File: src/rtl/halt_wake_pkg.sv
package halt_wake_pkg;

  typedef enum logic [1:0] {
    ST_RUN     = 2'd0,
    ST_ENTRY   = 2'd1,
    ST_HALTED  = 2'd2,
    ST_WAKE    = 2'd3
  } hw_state_t;

  localparam logic [1:0] CAUSE_MASKABLE = 2'd0;
  localparam logic [1:0] CAUSE_NMI      = 2'd1;
  localparam logic [1:0] CAUSE_DEBUG    = 2'd2;

  typedef struct packed {
    logic dbg;
    logic nmi;
    logic irq_on;
    logic irq_any;
  } wake_src_t;

endpackage

File: src/rtl/hw_entry_timer.sv
module hw_entry_timer #(
  parameter int ENTRY_CYCLES = 6
) (
  input  logic clk,
  input  logic rst_n,
  input  logic load_i,
  input  logic run_i,
  output logic done_o
);
  localparam int CW = $clog2(ENTRY_CYCLES + 1);
  localparam logic [CW-1:0] LOAD_VAL = CW'(ENTRY_CYCLES);
  localparam logic [CW-1:0] ONE      = CW'(1);

  logic [CW-1:0] cnt_q, cnt_d;
  logic          cnt_en;

  always_comb begin
    cnt_en = 1'b0;
    cnt_d  = cnt_q;
    if (load_i) begin
      cnt_en = 1'b1;
      cnt_d  = LOAD_VAL;
    end else if (run_i && cnt_q != ONE) begin
      cnt_en = 1'b1;
      cnt_d  = cnt_q - ONE;
    end
  end

  always_ff @(posedge clk or negedge rst_n) begin
    if (!rst_n)      cnt_q <= '0;
    else if (cnt_en) cnt_q <= cnt_d;
  end

  assign done_o = run_i && (cnt_q == ONE);
endmodule

File: src/rtl/hw_wake_latch.sv
module hw_wake_latch
  import halt_wake_pkg::*;
(
  input  logic      clk,
  input  logic      rst_n,
  input  logic      capture_i,
  input  logic      clear_i,
  input  wake_src_t live_i,
  output wake_src_t pend_o,
  output logic      any_o
);
  wake_src_t pend_q, pend_d;
  logic      pend_en;

  always_comb begin
    pend_en = capture_i | clear_i;
    pend_d  = clear_i ? wake_src_t'('0) : (pend_q | live_i);
  end

  always_ff @(posedge clk or negedge rst_n) begin
    if (!rst_n)       pend_q <= '0;
    else if (pend_en) pend_q <= pend_d;
  end

  assign pend_o = pend_q;
  assign any_o  = |(pend_q | live_i);
endmodule

File: src/rtl/hw_wake_arbiter.sv
module hw_wake_arbiter
  import halt_wake_pkg::*;
(
  input  wake_src_t pend_i,
  output logic      take_o,
  output logic      resume_o,
  output logic [1:0] cause_o
);
  always_comb begin
    take_o   = 1'b0;
    resume_o = 1'b0;
    cause_o  = CAUSE_MASKABLE;
    if (pend_i.dbg) begin
      take_o  = 1'b1;
      cause_o = CAUSE_DEBUG;
    end else if (pend_i.nmi) begin
      take_o  = 1'b1;
      cause_o = CAUSE_NMI;
    end else if (pend_i.irq_on) begin
      take_o  = 1'b1;
      cause_o = CAUSE_MASKABLE;
    end else if (pend_i.irq_any) begin
      resume_o = 1'b1;
    end
  end
endmodule

File: src/rtl/hw_ret_addr.sv
module hw_ret_addr #(
  parameter int ADDR_W   = 16,
  parameter int INSN_LEN = 2
) (
  input  logic              clk,
  input  logic              rst_n,
  input  logic              load_i,
  input  logic [ADDR_W-1:0] pc_i,
  output logic [ADDR_W-1:0] ret_o
);
  localparam logic [ADDR_W-1:0] STEP = ADDR_W'(INSN_LEN);

  logic [ADDR_W-1:0] ret_q;

  always_ff @(posedge clk or negedge rst_n) begin
    if (!rst_n)      ret_q <= '0;
    else if (load_i) ret_q <= pc_i + STEP;
  end

  assign ret_o = ret_q;
endmodule

File: src/rtl/halt_wake_ctrl.sv
module halt_wake_ctrl
  import halt_wake_pkg::*;
#(
  parameter int ADDR_W       = 16,
  parameter int ENTRY_CYCLES = 6
) (
  input  logic              clk,
  input  logic              rst_n,
  input  logic              halt_strobe_i,
  input  logic [ADDR_W-1:0] halt_pc_i,
  input  logic              irq_req_i,
  input  logic              irq_enabled_i,
  input  logic              nmi_i,
  input  logic              dbg_irq_i,
  output logic              core_clk_en_o,
  output logic              stall_o,
  output logic              resume_o,
  output logic              take_irq_o,
  output logic [1:0]        irq_cause_o,
  output logic [ADDR_W-1:0] ret_addr_o
);
  hw_state_t state_q, state_d;
  wake_src_t live, pend;
  logic      accept, entry_done, wake_any;
  logic      arb_take, arb_resume;
  logic [1:0] arb_cause;
  logic      take_q, resume_q;
  logic [1:0] cause_q;
  logic      leave_wake;

  assign live.dbg     = dbg_irq_i;
  assign live.nmi     = nmi_i;
  assign live.irq_on  = irq_req_i & irq_enabled_i;
  assign live.irq_any = irq_req_i;

  assign accept     = (state_q == ST_RUN) && halt_strobe_i;
  assign leave_wake = (state_q == ST_WAKE);

  hw_entry_timer #(.ENTRY_CYCLES(ENTRY_CYCLES)) u_timer (
    .clk    (clk),
    .rst_n  (rst_n),
    .load_i (accept),
    .run_i  (state_q == ST_ENTRY),
    .done_o (entry_done)
  );

  hw_wake_latch u_latch (
    .clk       (clk),
    .rst_n     (rst_n),
    .capture_i ((state_q == ST_ENTRY) || (state_q == ST_HALTED)),
    .clear_i   (leave_wake),
    .live_i    (live),
    .pend_o    (pend),
    .any_o     (wake_any)
  );

  hw_wake_arbiter u_arb (
    .pend_i   (pend),
    .take_o   (arb_take),
    .resume_o (arb_resume),
    .cause_o  (arb_cause)
  );

  hw_ret_addr #(.ADDR_W(ADDR_W), .INSN_LEN(2)) u_ret (
    .clk    (clk),
    .rst_n  (rst_n),
    .load_i (accept),
    .pc_i   (halt_pc_i),
    .ret_o  (ret_addr_o)
  );

  always_comb begin
    state_d = state_q;
    unique case (state_q)
      ST_RUN:    if (halt_strobe_i) state_d = ST_ENTRY;
      ST_ENTRY:  if (entry_done)    state_d = wake_any ? ST_WAKE : ST_HALTED;
      ST_HALTED: if (wake_any)      state_d = ST_WAKE;
      ST_WAKE:                      state_d = ST_RUN;
      default:                      state_d = ST_RUN;
    endcase
  end

  always_ff @(posedge clk or negedge rst_n) begin
    if (!rst_n) state_q <= ST_RUN;
    else        state_q <= state_d;
  end

  always_ff @(posedge clk or negedge rst_n) begin
    if (!rst_n) begin
      take_q   <= 1'b0;
      resume_q <= 1'b0;
      cause_q  <= CAUSE_MASKABLE;
    end else begin
      take_q   <= leave_wake & arb_take;
      resume_q <= leave_wake & arb_resume;
      if (leave_wake) cause_q <= arb_cause;
    end
  end

  assign core_clk_en_o = (state_q != ST_HALTED);
  assign stall_o       = (state_q != ST_RUN);
  assign resume_o      = resume_q;
  assign take_irq_o    = take_q;
  assign irq_cause_o   = cause_q;
endmodule

File: config.mk
export PLATFORM = sky130hd
export DESIGN_NAME = halt_wake_ctrl
export DESIGN_NICKNAME = d
export VERILOG_FILES = /design/src/rtl/halt_wake_pkg.sv /design/src/rtl/hw_entry_timer.sv /design/src/rtl/hw_wake_latch.sv /design/src/rtl/hw_wake_arbiter.sv /design/src/rtl/hw_ret_addr.sv /design/src/rtl/halt_wake_ctrl.sv
export SDC_FILE = /design/constraint.sdc
export NUM_CORES = 1
export LEC_CHECK = 0
export BUFFER_PORTS_ARGS = -buffer_cell sky130_fd_sc_hd__buf_2
export CELL_PAD_IN_SITES_DETAIL_PLACEMENT = 0
export CELL_PAD_IN_SITES_GLOBAL_PLACEMENT = 1
export CORE_MARGIN = 10
export CORE_UTILIZATION = 41
export CTS_CLUSTER_SIZE = 40
export DETAILED_ROUTE_END_ITERATION = 6
export PLACE_DENSITY = 0.94
export SKIP_CTS_REPAIR_TIMING = 1
export SLEW_MARGIN = 5
export SYNTH_ARGS = -nofsm -noshare
export SYNTH_HDL_FRONTEND = slang
export SYNTH_SLANG_ARGS = --single-unit
File: constraint.sdc
create_clock -name clk -period 4.54 [get_ports clk]
set_input_delay 0.454 -clock clk [delete_from_list [all_inputs] [get_ports clk]]
set_output_delay 0.454 -clock clk [all_outputs]
set_load 0.01 [all_outputs]
# ---- Word-level counts from Yosys, hierarchy flattened
# Cells that the tools add are included.
dict set report totals {
  wordCells 55
  inputBits 23
  output_inout_bits 22
  register_bits 29
}
dict set report op_classes {
  eq_ne 9
  add_sub_neg 2
  reduce_logical 10
  bitwise_logic 5
  n_mux 19
}
# operator count
set op_table {}
lappend op_table {{16-bit by 2-bit adder with 16-bit output, second input constant} 1}
lappend op_table {{1-bit 2-to-1 mux} 11}
lappend op_table {{2-bit 2-to-1 mux} 4}
lappend op_table {{2-bit inequality test, second input constant} 4}
lappend op_table {{2-bit case mux with 4 select lines} 1}
lappend op_table {{3-bit 2-to-1 mux} 2}
lappend op_table {{2-bit == test, second input constant} 2}
lappend op_table {{4-bit 2-to-1 mux} 1}
lappend op_table {{4-bit OR} 1}
lappend op_table {{2-bit nonzero test} 2}
lappend op_table {{4-bit OR reduction} 1}
lappend op_table {{1-bit bitwise AND} 3}
lappend op_table {{3-bit by 1-bit == test with 1-bit output, second input constant} 1}
lappend op_table {{1-bit logical AND} 3}
lappend op_table {{3-bit by 1-bit inequality test with 1-bit output, second input constant} 1}
lappend op_table {{3-bit AND reduction} 1}
lappend op_table {{3-bit by 1-bit subtractor with 3-bit output, second input constant} 1}
lappend op_table {{2-bit by 1-bit == test with 1-bit output, second input constant} 1}
lappend op_table {{2-bit zero test} 1}
lappend op_table {{2-bit AND reduction} 1}
lappend op_table {{1-bit logical OR} 1}
lappend op_table {{1-bit OR} 1}

# ---- Logic depth before layout (Yosys ltp)
dict set report logic_depth {
  word_depth 6
  ltp_mapped 6
  depth_no_buf 6
}

# ---- Modules after synthesis
# A second synthesis with hierarchy kept.
dict set report unflattened {
  cells_unflattened 156
  area_unflattened_um2 1584.0
}
# mod instances cells_each area_per_inst_um2 seq_area_each_um2
set by_module_without_submodules {}
lappend by_module_without_submodules {hw_ret_addr 1 87 843.3 400.4}
lappend by_module_without_submodules {halt_wake_ctrl 1 31 367.9 150.1}
lappend by_module_without_submodules {hw_entry_timer 1 19 192.7 75.1}
lappend by_module_without_submodules {hw_wake_latch 1 15 151.4 100.1}
lappend by_module_without_submodules {hw_wake_arbiter 1 4 28.8 0.0}

# ---- Least setup slack after synthesis
# No wires, ideal clock.
dict set report synth_path {
  path_kind {register -> register}
  from {register state_q[0]}
  to {register u_ret.ret_q[2] (netlist: u_ret.ret_o[2])}
  slack_ns 2.968
  path_stages_with_launch 6
  n_path_buf 1
  t_required_ns 4.415
  period_less_slack_ns 1.572
  setup_time_ns 0.125
  t_arrival_ns 1.447
  path_cell_list {dfrtp_1 -> inv_1 -> ha_1 -> nand2_1 -> clkbuf_1 -> mux2_2}
}
dict set report synth_between {
  elab_chain_cells 2
}
# item line
set synth_rtl {}
lappend synth_rtl {{from (decl)} halt_wake_ctrl.sv:22} ;# hw_state_t state_q, state_d;
lappend synth_rtl {{from (signal assigned)} halt_wake_ctrl.sv:85} ;# else state_q <= state_d;
lappend synth_rtl {{2-bit zero test} halt_wake_ctrl.sv:36} ;# assign accept = (state_q == ST_RUN) && halt_strobe_i;
lappend synth_rtl {{1-bit logical AND} halt_wake_ctrl.sv:36}
lappend synth_rtl {{to (signal assigned)} hw_ret_addr.sv:17} ;# else if (load_i) ret_q <= pc_i + STEP;
lappend synth_rtl {{to (decl)} hw_ret_addr.sv:13} ;# logic [ADDR_W-1:0] ret_q;
# Every way passes these cells.
# A chain may end at the register's enable or synchronous reset.

# ---- Worst setup path in the final report
dict set report layout_path {
  from {register state_q[0]}
  to {register u_ret.ret_q[15] (netlist: u_ret.ret_o[15])}
}
# The elaborated chain is that of the path after synthesis.

==> results.py <==
metrics = {
    "pwr": {
        "total_power_uw": 1060,
        "p_per_area_mw_per_mm2": 587,
        "ir_drop_uv": 252,
        "p_leak_uw": 0.000855,
    },
    "clock_network": {
        "cts_htree_levels": 2,
        "cts.sinks": 29,
        "clock-root-buffer": "clkbuf_4",
        "numCtsBuffers": 5,
        "clk_latency_ns": 0.34,
        "clk_pin_slew_worst_paths_ns": 0.10,
        "clock_path_buffers": 2,
        "cts_tree": "built",
    },
    "global_routing": {
        "gr-usage-met2": 0.160,
        "grt_util_met3": 0.0746,
        "grt.met1_usage": 0.122,
        "grt_use_total": 0.109,
        "grt_pass1_vias": 1251,
        "grt_most_used_layer": "met2",
        "grt_max_degree": 33,
        "antenna_found_initial": 0,
        "overflow": 0,
        "grt_pass1_wl_um": 5520,
    },
    "floorplan": {
        "design.die.area_sq_mm": 0.00642,
        "die_w_um": 80.1,
        "ios": 45,
        "die_height_um": 80.1,
        "rows": 21,
        "initial_core_util": 0.434,
        "core-area_sq_mm": 0.00342,
    },
    "yosys": {
        "yosysMostFrequentCell": "dfrtp_1",
        "synth_nets": 182,
        "yosys_most_used_dff": "dfrtp_1",
        "yosys_register_bits": 29,
        "synth-edff-count": 0,
        "yosysUniqueCellTypes": 31,
        "synth_area_per_cell_sq_um": 9.82,
        "yosysSeqAreaShare": 0.489,
        "synth_cells": 151,
        "netlist.top_cell.by_area": "dfrtp_1",
        "yosysTopAreaCellShare": 0.489,
        "netlist_top_cells_area": "dfrtp_1 (49%), ha_1 (6.8%), xnor2_1 (6.5%), nand2_1 (5.8%), nor2_1 (2.8%)",
        "synthArstFlopShare": 1.00,
        "synth_common_cells": "dfrtp_1 (29), nand2_1 (23), nor2_1 (11), xnor2_1 (11), inv_1 (9)",
        "yosys_warnings": 0,
        "syn-cell-area_sq_mm": 0.00148,
    },
    "worst_setup_path": {
        "r2r-start": "state_q[0]",
        "cp_max_fo": 32,
        "critical_path_class": "flop to flop",
        "crit_arrival_ns": 2.28,
        "worstSetupStartpointType": "flop",
        "cp.required_ns": 4.76,
        "end_kind": "flop",
        "crit_start": "state_q[0]",
    },
    "drt": {
        "wl_per_cell_um": 13.3,
        "drt_iter0_drc": 38,
        "firstDrtPassIters": 4,
        "routed_wirelength_um": 3270,
        "drtAntennaViolNets": 0,
        "vias_per_cell": 4.96,
        "vias": 1220,
        "drc": 0,
    },
    "timing": {
        "tightest_slew_ns": 0.922,
        "rsz0062_at_grt": "false",
        "drv_slew": 0,
        "clock.fmax_mhz": 485,
        "fin_skew_ns": 0.0129,
        "setup-tns-final_ns": 0,
        "hold_ws_ns": 0.126,
        "setup_viol": 0,
        "slew_headroom": 0.384,
        "finalCritPeriodShare": 0.454,
        "period_minus_slack_ns": 2.06,
        "hold_viol_final": 0,
    },
    "placement": {
        "gp_congestion": 0.787,
        "port_buffers": 44,
        "placed_area_sq_mm": 0.00175,
        "dp_hpwl_um": 2600,
    },
    "final_layout": {
        "final_nets": 230,
        "diodes": 0,
        "syn2layout_area_growth_pct": 21.7,
        "fill_cells": 321,
        "final_area_sq_mm": 0.00180,
        "drive_above_1_share": 0.305,
    },
    "status": {
        "status": "complete, no violations",
    },
    "worst_hold_path": {
        "hp-class": "input port to async pin",
    },
    "job": {
        "cap_viol_max_count": 0,
    },
}
[final cells by class]
type | count | area, sq um | area share
Sequential cell | 29 | 726 | 0.402
Multi-Input combinational cell | 110 | 712 | 0.395
Timing Repair Buffer | 44 | 220 | 0.122
Tap cell | 46 | 57.6 | 0.0319
Clock buffer | 5 | 37.5 | 0.0208
Inverter | 9 | 33.8 | 0.0187
Clock inverter | 3 | 17.5 | 0.00971
[critical path, cell delays in order (launching register included)]
cell	delay [ns]
dfrtp_1	0.42
inv_1	0.14
ha_1	0.27
nand2_1	0.57
a221o_1	0.54
[final timing paths]
kind	cells after the start	end	slack, ns
max	4	u_ret.ret_o[15]	2.48
max reg2reg	4	u_ret.ret_o[15]	2.48
min in group clk	2	u_timer.cnt_q[0]	0.34
min reg2reg	2	u_ret.ret_o[13]	0.48
max in group asynchronous	1	u_ret.ret_o[10]	3.97
min	1	state_q[0]	0.13
[power by group]
| group | switching [uW] | total [uW] | internal [uW] |
|---|---|---|---|
| Sequential | 64.7 | 444 | 379 |
| Clock | 93.1 | 151 | 58.2 |
| Combinational | 263 | 464 | 201 |
[layout by cell type, fill, tap and decap left out, drive strengths merged]
cell and n:
clkinvlp 1, nand2 23, xnor2 11, mux2 3, a31oi 1, a21oi 6, clkinv 2, o21ai 14
o211ai 2, ha 8, nor4 3, xor2 2, nor2 11, a221o 1, inv 9, nand3 6
nand2b 1, a32oi 1, clkbuf 5, and3 2, a211oi 1, buf 44, nor2b 3, nor3 6
a2bb2oi 1, nand4 2, nand3b 1, dfrtp 29, a31o 1
[through the flow]
step           setup WS [ns]  std cells   util
6_report                2.48        246  0.528
5_1_grt                 2.30        246  0.528
4_1_cts                 2.45        246  0.528
3_5_place_dp            2.47        238  0.512
3_3_place_gp            2.52        238  0.512
2_1_floorplan           2.97        151      -
[logic make-up (layout without fill, tap and decap cells)]
family | after synthesis | in the layout | share of synthesized area
xor gates and xnor gates | 13 | 13 | 0.0768
and+or+nand+nor | 58 | 58 | 0.197
AOI/OAI and AO/OA | 28 | 28 | 0.116
adders and majority gates | 8 | 8 | 0.0675
muxes | 3 | 3 | 0.0228
buffers and inverters | 12 | 61 | 0.0304
DFF | 29 | 29 | 0.489
[sequential cells by signal, summed over array words and instances (netlist names)]
signal / count
u_ret.ret_o: 16
u_timer.cnt_q: 3
take_irq_o: 1
irq_cause_o: 2
u_latch.pend_o: 4
resume_o: 1
state_q: 2
[per-layer routing]
| layer | vias to the layer above | wire length (um) |
|---|---|---|
| met5 | - | 0 |
| met4 | 0 | 60 |
| met3 | 6 | 436 |
| li1 | 616 | - |
| met2 | 46 | 1370 |
| met1 | 552 | 1400 |
Power figures use the tool's default switching activity.
